File: src/rtl/lock_pkg.sv
package lock_pkg;

  typedef enum logic [1:0] {
    KEY_NONE  = 2'd0,
    KEY_ZERO  = 2'd1,
    KEY_ONE   = 2'd2,
    KEY_CLASH = 2'd3
  } key_e;

  // Turn two press pulses into one key event; simultaneous pulses clash.
  function automatic key_e classify_keys(input logic one_p, input logic zero_p);
    if (one_p && zero_p) return KEY_CLASH;
    if (one_p)           return KEY_ONE;
    if (zero_p)          return KEY_ZERO;
    return KEY_NONE;
  endfunction

  // Digit expected at entry position pos; the first entry is the MSB of code.
  function automatic logic expected_digit(input logic [31:0] code,
                                          input int unsigned len,
                                          input int unsigned pos);
    return code[len - 1 - pos];
  endfunction

endpackage

File: src/rtl/btn_sync_edge.sv
module btn_sync_edge #(
  parameter int STAGES = 2
) (
  input  logic clk,
  input  logic rst_n,
  input  logic raw_i,
  output logic rise_o
);
  // STAGES synchroniser flops plus one flop holding the previous level.
  logic [STAGES:0] chain_q;

  always_ff @(posedge clk or negedge rst_n) begin
    if (!rst_n) chain_q <= '0;
    else        chain_q <= {chain_q[STAGES-1:0], raw_i};
  end

  logic level_now, level_prev;
  assign level_now  = chain_q[STAGES-1];
  assign level_prev = chain_q[STAGES];
  assign rise_o     = level_now & ~level_prev;

endmodule

File: src/rtl/code_fsm.sv
module code_fsm
  import lock_pkg::*;
#(
  parameter int          CODE_LEN = 4,
  parameter logic [31:0] CODE     = 32'b1010
) (
  input  logic clk,
  input  logic rst_n,
  input  logic one_p_i,
  input  logic zero_p_i,
  output logic pass_o,
  output logic fail_o
);
  localparam int CW = $clog2(CODE_LEN + 1);
  localparam logic [CW-1:0] LAST = CW'(CODE_LEN);

  typedef struct packed {
    logic [CW-1:0] cnt;
    logic          miss;
  } entry_t;

  entry_t cur_q, nxt;
  key_e   key;
  logic   done, take, digit, want;

  assign key   = classify_keys(one_p_i, zero_p_i);
  assign done  = (cur_q.cnt == LAST);
  assign take  = (key == KEY_ONE) || (key == KEY_ZERO);
  assign digit = (key == KEY_ONE);
  assign want  = expected_digit(CODE, CODE_LEN, 32'(cur_q.cnt));

  always_comb begin
    nxt = cur_q;
    if (cur_q.cnt > LAST) begin
      nxt = '0;
    end else if (!done && take) begin
      nxt.cnt  = cur_q.cnt + 1'b1;
      nxt.miss = cur_q.miss | (digit != want);
    end
  end

  always_ff @(posedge clk or negedge rst_n) begin
    if (!rst_n) cur_q <= '0;
    else        cur_q <= nxt;
  end

  assign pass_o = done & ~cur_q.miss;
  assign fail_o = done &  cur_q.miss;


  result_after_last_digit_chk: assert property (@(posedge clk) disable iff (!rst_n)
    $rose(pass_o || fail_o) |-> ($past(cur_q.cnt) == LAST - 1'b1));


  miss_sticky_chk: assert property (@(posedge clk) disable iff (!rst_n)
    cur_q.miss |=> cur_q.miss);


  result_hold_chk: assert property (@(posedge clk) disable iff (!rst_n)
    (pass_o || fail_o) |=> ($stable(pass_o) && $stable(fail_o)));


  clash_ignored_chk: assert property (@(posedge clk) disable iff (!rst_n)
    (one_p_i && zero_p_i) |=> $stable(cur_q.cnt));


  idle_hold_chk: assert property (@(posedge clk) disable iff (!rst_n)
    (!one_p_i && !zero_p_i) |=> $stable(cur_q));


  exclusive_result_chk: assert property (@(posedge clk) disable iff (!rst_n)
    !(pass_o && fail_o));

endmodule

File: src/rtl/serial_code_lock.sv
module serial_code_lock #(
  parameter int          CODE_LEN    = 4,
  parameter logic [31:0] CODE        = 32'b1010,
  parameter int          SYNC_STAGES = 2
) (
  input  logic clk,
  input  logic rst_n,
  input  logic key_one_i,
  input  logic key_zero_i,
  output logic pass_o,
  output logic fail_o
);
  localparam int NKEYS = 2;

  logic [NKEYS-1:0] raw_keys;
  logic [NKEYS-1:0] key_rise;

  assign raw_keys = {key_one_i, key_zero_i};

  for (genvar g = 0; g < NKEYS; g++) begin : g_key
    btn_sync_edge #(.STAGES(SYNC_STAGES)) u_edge (
      .clk    (clk),
      .rst_n  (rst_n),
      .raw_i  (raw_keys[g]),
      .rise_o (key_rise[g])
    );
  end

  code_fsm #(.CODE_LEN(CODE_LEN), .CODE(CODE)) u_fsm (
    .clk      (clk),
    .rst_n    (rst_n),
    .one_p_i  (key_rise[1]),
    .zero_p_i (key_rise[0]),
    .pass_o   (pass_o),
    .fail_o   (fail_o)
  );

endmodule

File: config.mk
export PLATFORM = sky130hd
export DESIGN_NAME = serial_code_lock
export DESIGN_NICKNAME = d
export VERILOG_FILES = /design/src/rtl/lock_pkg.sv /design/src/rtl/btn_sync_edge.sv /design/src/rtl/code_fsm.sv /design/src/rtl/serial_code_lock.sv
export SDC_FILE = /design/constraint.sdc
export NUM_CORES = 1
export LEC_CHECK = 0
export BUFFER_PORTS_ARGS = -buffer_cell sky130_fd_sc_hd__buf_2
export CAP_MARGIN = 20
export CORE_AREA = 2 2 39 41
export CTS_BUF_LIST = sky130_fd_sc_hd__clkbuf_8 sky130_fd_sc_hd__clkbuf_16
export CTS_CLUSTER_DIAMETER = 60
export DETAILED_ROUTE_END_ITERATION = 8
export DIE_AREA = 0 0 41 43
export PLACE_DENSITY = 0.43
export RECOVER_POWER = 25
export SYNTH_ARGS = -nofsm -noshare
export SYNTH_HDL_FRONTEND = slang
export SYNTH_SLANG_ARGS = --single-unit
File: constraint.sdc
create_clock -name clk -period 1.07 [get_ports clk]
set_input_delay 0.214 -clock clk [delete_from_list [all_inputs] [get_ports clk]]
set_output_delay 0.214 -clock clk [all_outputs]
set_load 0.005 [all_outputs]
==> impl_results.md <==
* Clk network pwr share at 0.317
* Wire length of the first global-routing pass at 1050 µm
* Dominant cell by count in the synthesized netlist: dfrtp_1
* Violations in the final reports: setup timing
* Clock transition time at the flip-flop clock pins of the worst setup and hold paths at 0.05 ns
* Critical Path End Type: primary output
* Number of synthesized register bits at 10
* Via-per-instance ratio at 4.14
* Layout Area Growth over Synthesis at 56.1%
* Post-route clock period utilization at 1.18
* Die Y-Extent at 43 µm
* Share of the synthesized area in the top cell type at 0.680
* Most used DFF post-synth: dfrtp_1
* Sw Share at 0.271
* Max-capacitance violation count at 0
* Final sum of negative setup slack at -0.679 ns
* Setup slack of the worst register-to-register path at -0.10 ns
* Peak fanout along the critical path at 3
* Count of boundary I/O pins at 6
* Register share of total power at 0.362
* Buffers from clock root to sink, at most at 2
* Type of the setup path with the least slack: reg2out
* Die width at 41 µm
* Post-synthesis cell area at 368 µm²
* Clock skew after layout at 0.00322 ns
* Drt first pass iters at 2
* DRC errors left at 0
* Setup slack of the critical path after layout at -0.197 ns
* Cell leakage power at 0.279 nW
* Vias after detailed routing at 244
* Number of nets in the layout at 50
* Wirelength, routed at 655 µm
* Yosys warns at 0
* Achievable clock frequency at 0.789 GHz
* Number of setup violations in the final report at 6
* Async set-or-reset flop fraction in the synthesized netlist at 1.00
* Part of the total power dissipated in combinational logic at 0.321
* Final global-route overflow total at 0
* Number of instances in the synthesized netlist at 26
* Arrival time at the worst endpoint at 1.05 ns
* Final HPWL from detailed placement at 424 µm
* Iteration-0 DRC Markers at 1
* Via count of the first global-routing pass at 244
* Power per cell area at 2550 mW/mm²
* Worst skew pair latency at 0.23 ns
* Top cells by area, synth: dfrtp_1 68%, ha_1 6.8%, a22o_1 4.8%
* Filler Cell Count at 136
* Dominant cell type by area after synthesis: dfrtp_1
* Hold WC Path Type: in2reg
* Post-route standard cell area excluding fillers at 574 µm²
* Hold slack at 0.0878 ns
* Diode count at 0
* Unrepaired setup endpoints after global routing: true
* Relative slew slack at 0.847
* Worst Setup Start Kind: register
* Mapped Avg Cell Area at 14.1 µm²
* Power after layout at 1.47 mW
* Psw at 0.398 mW
* Total number of H-tree levels at 1
* Global placer's final weighted congestion at 0.634
* Hold violation count in the final report at 0
* Root buffer cell: clkbuf_8
* Delay contributed by the slowest stage of the critical path at 0.41 ns
* Internal power summed over all cells at 1.07 mW
* Synth cell count leaders: 10 x dfrtp_1, 4 x nor2_1, 2 x a22o_1, 2 x ha_1
* Largest voltage drop on the vdd net at 0.000843 V
* Initial Utilization at 0.266
* Placed cell area at 435 µm²
* CTS Sinks at 10
* Fraction of final layout cells with drive strength greater than 1 at 0.512
* Outcome: complete, but fails checks
* Pins over their slew limit at 0
* Transition at the pin with the smallest max-transition slack at 0.230 ns
* Initial antenna violation count at 0
* Overall track demand over capacity in global routing at 0.0976
* Count of distinct cell types in the synthesized netlist at 12
* Master of the slowest instance on the critical path: dfrtp_1
* Core ar. at 0.00138 mm²
* Worst path cell trace: nor4b_2, buf_2
* CTS tree: done
* Syn nets at 32
* Worst EP required at 0.86 ns
* Largest net degree at the start of global routing at 11
* Wire length per cell at 11.1 µm
* Placement Rows at 14
* Number of flops mapped to enable cells by yosys at 0
* TritonCTS buffer count at 3
* Die outline area at 0.00176 mm²
* Seq/Total Area, Yosys at 0.680
* Routed Antenna Nets at 0
* Time the worst path needs with I/O delays and setup at 1.27 ns
* Total of buffers placed on input and output ports at 5
==> state kept, by name, indices dropped and copies added, names as in the netlist <==
register / cells
g_key.u_edge.chain_q: 6
u_fsm.cur_q: 4
==> power by group through the flow <==
stage | Clock (mW) | Sequential, mW | Combinational [mW]
floorplan | 0 | 0.532 | 0.155
global placement | 0 | 0.529 | 0.283
detailed placement | 0 | 0.533 | 0.294
CTS | 0.476 | 0.526 | 0.435
global route | 0.490 | 0.537 | 0.528
finish | 0.464 | 0.531 | 0.471
==> metrics by stage <==
stage | worst slack, ns | std cells | utilization
floorplan | -0.0918 | 26 | -
global placement | -0.142 | 50 | 0.315
detailed placement | -0.169 | 50 | 0.315
CTS | -0.192 | 58 | 0.410
global route | -0.237 | 59 | 0.415
finish | -0.197 | 59 | 0.415
==> repair_timing <==
item,CTS,global route
gates cloned,0,0
setup endpoints to repair,6,6
pin swaps,5,4
gates resized for setup,8,0
hold endpoints to repair,10,0
setup buffers,3,1
hold buffers,1,0
==> worst max-delay path: cells and delay by family, from the launching register on <==
kind                   cells  cell delay (ns)
flip-flops                 1             0.41
buffers and inverters      1             0.15
AND/OR/NAND/NOR            1             0.25
==> placed cells by master, fill, tap and decap left out, types with 2 or more instances in the layout <==
cell type,synthesis,routed
dfrtp_1,10,10
buf_4,0,7
buf_2,0,5
clkbuf_8,0,4
nor2_1,4,2
a22o_1,2,2
==> per-layer routing <==
metal / routed length (µm) / vias to the layer above / part of all wire / track usage
met1: 315 / 108 / 0.48 / 0.120
met2: 280 / 7 / 0.43 / 0.131
met5: 0 / - / 0 / 0
met3: 35 / 4 / 0.053 / 0.0314
li1: - / 125 / - / -
met4: 24 / 0 / 0.037 / 0.0800
==> kinds of logic after synthesis <==
family | after synthesis | share of synthesized area
DFF | 10 | 0.680
muxes | 1 | 0.0272
AOI/OAI and AO/OA | 3 | 0.0612
xor gates and xnor gates | 2 | 0.0476
adders and majority gates | 2 | 0.0680
and+or+nand+nor | 8 | 0.116
==> final timing paths <==
| kind | startpoint | to | cells after the start |
|---|---|---|---|
| hold reg to reg | g_key[1].u_edge.chain_q[0] | g_key[1].u_edge.chain_q[1] | 0 |
| hold / removal | key_zero_i | g_key[0].u_edge.chain_q[0] | 1 |
| setup reg to reg | u_fsm.cur_q[1] | u_fsm.cur_q[0] | 4 |
| max in group asynchronous | rst_n | g_key[0].u_edge.chain_q[2] | 2 |
| setup / recovery | u_fsm.cur_q[1] | pass_o | 2 |
| min in group asynchronous | rst_n | u_fsm.cur_q[3] | 2 |
==> final cells by class <==
class	count	area (µm²)	share of cell area
clock buffers	4	55.1	0.0959
multi-input cells	16	161	0.281
flip-flops and latches	10	250	0.436
well taps	16	20.0	0.0349
repair buffers	13	87.6	0.153
(Power assumes the default switching activity.)
